==> config.mk <==
export PLATFORM = sky130hd
export DESIGN_NAME = sync_flag_delay
export DESIGN_NICKNAME = d
export VERILOG_FILES = /design/src/rtl/sync_flag_pkg.sv /design/src/rtl/lat_down_counter.sv /design/src/rtl/sync_flag_hold.sv /design/src/rtl/sync_flag_delay.sv
export SDC_FILE = /design/constraint.sdc
export NUM_CORES = 1
export LEC_CHECK = 0
export ABC_AREA = 1
export BUFFER_PORTS_ARGS = -buffer_cell sky130_fd_sc_hd__buf_2
export CAP_MARGIN = 0
export CELL_PAD_IN_SITES_DETAIL_PLACEMENT = 1
export CELL_PAD_IN_SITES_GLOBAL_PLACEMENT = 2
export CORE_UTILIZATION = 33
export DETAILED_ROUTE_END_ITERATION = 7
export GPL_TIMING_DRIVEN = 0
export PLACE_DENSITY_LB_ADDON = 0.1
export SYNTH_ARGS = -nofsm -noshare
export SYNTH_HDL_FRONTEND = slang
export SYNTH_SLANG_ARGS = --single-unit
==> constraint.sdc <==
create_clock -name clk -period 1.95 [get_ports clk]
set_input_delay 0.2925 -clock clk [delete_from_list [all_inputs] [get_ports clk]]
set_output_delay 0.2925 -clock clk [all_outputs]
set_load 0.03 [all_outputs]
==> src/rtl/sync_flag_pkg.sv <==
package sync_flag_pkg;

    typedef enum logic {
        CNT_IDLE,
        CNT_RUN
    } cnt_state_t;

    typedef enum logic [1:0] {
        OUT_IDLE,
        OUT_PEND,
        OUT_HOLD,
        OUT_HOLD_PEND
    } out_state_t;

endpackage

==> src/rtl/lat_down_counter.sv <==
module lat_down_counter
    import sync_flag_pkg::*;
#(
    parameter int LATENCY = 220
) (
    input  logic clk,
    input  logic rst_n,
    input  logic start,
    output logic tc
);

    localparam int CW = (LATENCY > 2) ? $clog2(LATENCY) : 1;
    localparam logic [CW-1:0] LOAD = CW'(LATENCY - 1);

    cnt_state_t    state, state_nx;
    logic [CW-1:0] cnt, cnt_nx;

    always_ff @(posedge clk) begin
        if (!rst_n) begin
            state <= CNT_IDLE;
            cnt   <= '0;
        end else begin
            state <= state_nx;
            cnt   <= cnt_nx;
        end
    end

    always_comb begin
        state_nx = state;
        cnt_nx   = cnt;
        unique case (state)
            CNT_IDLE: begin
                if (start) begin
                    state_nx = CNT_RUN;
                    cnt_nx   = LOAD;
                end
            end
            CNT_RUN: begin
                if (start) begin
                    cnt_nx = LOAD;
                end else if (cnt == '0) begin
                    state_nx = CNT_IDLE;
                end else begin
                    cnt_nx = cnt - CW'(1);
                end
            end
        endcase
    end

    always_comb begin
        tc = (state == CNT_RUN) && (cnt == '0);
    end

    assert_load_R5: assert property (@(posedge clk) disable iff (!rst_n)
        start |=> (cnt == LOAD) && (state == CNT_RUN));

    assert_step_R2: assert property (@(posedge clk) disable iff (!rst_n)
        (state == CNT_RUN && cnt != '0 && !start) |=> (cnt == $past(cnt) - CW'(1)));

    assert_idle_after_tc_R2: assert property (@(posedge clk) disable iff (!rst_n)
        (tc && !start) |=> (state == CNT_IDLE));

endmodule

==> src/rtl/sync_flag_hold.sv <==
module sync_flag_hold
    import sync_flag_pkg::*;
(
    input  logic clk,
    input  logic rst_n,
    input  logic tc,
    input  logic dec_en,
    output logic flag_out
);

    out_state_t state, state_nx;

    always_ff @(posedge clk) begin
        if (!rst_n) begin
            state <= OUT_IDLE;
        end else begin
            state <= state_nx;
        end
    end

    always_comb begin
        state_nx = state;
        unique case (state)
            OUT_IDLE: begin
                if (tc) state_nx = dec_en ? OUT_HOLD : OUT_PEND;
            end
            OUT_PEND: begin
                if (dec_en) state_nx = OUT_HOLD;
            end
            OUT_HOLD: begin
                if (dec_en)  state_nx = tc ? OUT_HOLD : OUT_IDLE;
                else if (tc) state_nx = OUT_HOLD_PEND;
            end
            OUT_HOLD_PEND: begin
                if (dec_en) state_nx = OUT_HOLD;
            end
        endcase
    end

    always_comb begin
        flag_out = (state == OUT_HOLD) || (state == OUT_HOLD_PEND);
    end

    assert_quiet_R3: assert property (@(posedge clk) disable iff (!rst_n)
        !dec_en |=> $stable(flag_out));

    assert_direct_R7: assert property (@(posedge clk) disable iff (!rst_n)
        (dec_en && tc) |=> flag_out);

    assert_clear_R4: assert property (@(posedge clk) disable iff (!rst_n)
        (dec_en && !tc && state == OUT_HOLD) |=> !flag_out);

    assert_latch_R6: assert property (@(posedge clk) disable iff (!rst_n)
        (state == OUT_IDLE && tc && !dec_en) |=> (state == OUT_PEND));

    assert_extend_R8: assert property (@(posedge clk) disable iff (!rst_n)
        (state == OUT_HOLD_PEND && dec_en) |=> flag_out);

endmodule

==> src/rtl/sync_flag_delay.sv <==
module sync_flag_delay #(
    parameter int LATENCY = 220
) (
    input  logic clk,
    input  logic rst_n,
    input  logic flag_in,
    input  logic dec_en,
    output logic flag_out
);

    logic tc;

    lat_down_counter #(
        .LATENCY(LATENCY)
    ) u_counter (
        .clk   (clk),
        .rst_n (rst_n),
        .start (flag_in),
        .tc    (tc)
    );

    sync_flag_hold u_hold (
        .clk      (clk),
        .rst_n    (rst_n),
        .tc       (tc),
        .dec_en   (dec_en),
        .flag_out (flag_out)
    );

    assert_reset_R1: assert property (@(posedge clk)
        !rst_n |=> !flag_out);

endmodule

==> reports/qor.csv <==
metric,value,unit
Tmin final,1.50,ns
vias in the first global route,566,
Die Ht,46.0,microns
fin cells,128,
worst-case reg-to-reg path depth,9,
startpoint types,flip-flop,
Fmax,665,MHz
area share of the largest cell type after synthesis,0.345,
Final Hold Fails,0,
"Reg clk slew, reported paths",0.08,ns
Worst Max-Slew Pin Slew,0.269,ns
worst-path maximum fanout,5,
Initial Utilization,0.362,
Cell variety after synth,21,
CTS tree,built,
Routed wire per std cell,11.9,microns
antenna violations before repair,0,
Post-CTS Resized,0,
Max Slew Vio Count,0,
vias per inst,4.59,
r2r setup slk,0.45,ns
crit path to,u_counter.cnt[4],
Core Rows,15,
first-pass GRT wire length,2.57,mm
R2R Path Start,u_counter.cnt[0],
# diodes,0,
PD cells,748,nW/um^2
LEAKAGE,0.366,nW
sequential-to-total area share from yosys stat,0.345,
RSZ-0062 raised after global routing,no,
DRT antenna net count,0,
Setup TNS Final,0,ns
DRC viols,0,
die footprint,2110,sq um
Avg Inst Size Synth,6.72,sq um
Critical Path RT,2.12,ns
TritonCTS buffer count,3,
1st-iter DRT viols,7,
Synth Warn #,0,
num ports,5,
Max IR drop VDD,0.517,mV
Slew headroom,0.821,
drt total wl,1.53,mm
worst path arrival time,1.68,ns
Layout Nets,109,
final cell utilization of the core,0.406,
Gate Count Post-Synth,95,
HPWL Detailed,1.21,mm
Core Area,1760,sq um
critical path class,flip-flop to flip-flop,
Hold Crit Depth,2,
clk root buf,clkbuf_4,
hold bufs inserted after CTS,0,
Mapped Nets,100,
Min-Delay Path Class,primary input to flip-flop,
fraction of layout cells with a size suffix above 1,0.204,
placed cell count,124,
critical path endpoint category,flip-flop,
largest net degree at the start of global routing,9,
Final Cycle Share,0.771,
max cap viols,0,
Tot GR Track Use,0.184,
die width,46.0,microns
synth top area cells,"dfxtp_1 (35%), inv_1 (11%), nand2_1 (10%)",
Tot Pwr,536,uW
clk_skew,0.00361,ns
cell taking the most area after synthesis,dfxtp_1,
run status,"complete, no violations",
latest clock arrival within the worst-skew pair,0.27,ns
FILL cells,242,
routed vias,588,
H-Tree Level Count,1,
drt first pass iters,2,
number of I/O port buffers,4,
P&R area growth vs syn,12.4,%
Finish-stage setup viols,0,
Post-Syn Area,638,sq um
Max clock buf depth,2,
Reg-to-Reg End,u_counter.cnt[4],
gpl congestion,0.709,
CTS Sinks,11,
gr ovfl total,0,
post-synthesis register bit count,11,
postcts setup bufs,0,
Critical Path Start,u_counter.cnt[0],
cell families after synthesis:
kind of cell             share of synthesized area
buffers and inverters                        0.143
flip-flops                                   0.345
AO/OA/AOI/OAI                               0.0784
AND/OR/NAND/NOR                              0.414
adder cells (fa/ha/maj)                     0.0196
report_power, final:
| part | internal (mW) | leakage [nW] | total, mW | switching (mW) |
|---|---|---|---|---|
| Clock | 0.0759 | 0.0177 | 0.163 | 0.0868 |
| Combinational | 0.0420 | 0.257 | 0.122 | 0.0796 |
| Sequential | 0.240 | 0.0912 | 0.252 | 0.0121 |
synth_stat cells, drive strengths merged:
master	n
a21oi	5
inv	20
nand2	22
nor3	1
nand3b	1
nand4	5
clkinv	1
buf	1
ha	1
clkbuf	1
nor2	14
dfxtp	11
o21ai	2
o21bai	1
nand3	9
cell usage in the layout (no fill, tap or decap):
| master | count |
|---|---|
| inv_1 | 19 |
| nand2_1 | 17 |
| nor2_1 | 11 |
| dfxtp_1 | 11 |
| nand3_1 | 9 |
| nand4_1 | 5 |
| buf_2 | 4 |
| nand2_4 | 3 |
| a21oi_1 | 3 |
| clkbuf_4 | 3 |
| nor2_2 | 2 |
| nand2_2 | 2 |
| clkinv_2 | 2 |
| a21oi_2 | 2 |
| o21ai_0 | 2 |
| clkbuf_1 | 1 |
| inv_2 | 1 |
| buf_4 | 1 |
| nor3_1 | 1 |
| nand3b_1 | 1 |
| nor2_4 | 1 |
| o21bai_1 | 1 |
| ha_1 | 1 |
worst min path at each step:
stage	slack, ns	endpoint	start
floorplan	0.36	u_hold.state[0]	dec_en
global placement	0.45	u_counter.cnt[0]	u_counter.cnt[0]
detailed placement	0.45	u_counter.cnt[0]	u_counter.cnt[0]
CTS	0.20	u_hold.state[0]	dec_en
global route	0.20	u_hold.state[0]	dec_en
finish	0.21	u_hold.state[0]	dec_en
layer usage:
| layer | track usage | routed length (microns) | vias to the layer above |
|---|---|---|---|
| met2 | 0.304 | 763 | 4 |
| met1 | 0.217 | 719 | 269 |
| met5 | 0 | 0 | - |
| met4 | 0.0353 | 15 | 0 |
| li1 | - | - | 313 |
| met3 | 0.0833 | 26 | 2 |
state kept, by name, indices dropped and copies added (netlist names):
signal and cells:
u_counter.cnt 8, u_counter.state 1, u_hold.state 2
critical path, stage by stage (launching register included):
cell and delay, ns:
dfxtp_1 0.32, inv_1 0.13, ha_1 0.29, inv_1 0.09, nor3_1 0.21, nand3_1 0.13
nand2_1 0.08, nand3_1 0.06, nand2_1 0.06, inv_1 0.03
cell type report:
| class | count | area, sq um | share of cell area |
|---|---|---|---|
| flip-flops and latches | 11 | 220 | 0.307 |
| well taps | 25 | 31.3 | 0.0436 |
| repair buffers | 4 | 20.0 | 0.0279 |
| clock buffers | 3 | 22.5 | 0.0314 |
| plain buffers | 2 | 11.3 | 0.0157 |
| clock inverters | 1 | 5.00 | 0.00698 |
| multi-input cells | 61 | 327 | 0.455 |
| inverters | 21 | 80.1 | 0.112 |
metrics by stage:
step | cell area (sq um) | hold slack [ns] | worst slack, ns
floorplan | 638 | 0.364 | 0.675
global placement | 689 | 0.451 | 0.523
detailed placement | 689 | 0.454 | 0.464
CTS | 717 | 0.202 | 0.443
global route | 717 | 0.195 | 0.269
finish | 717 | 0.211 | 0.447
Note: power is estimated with default switching activity, not from simulation.
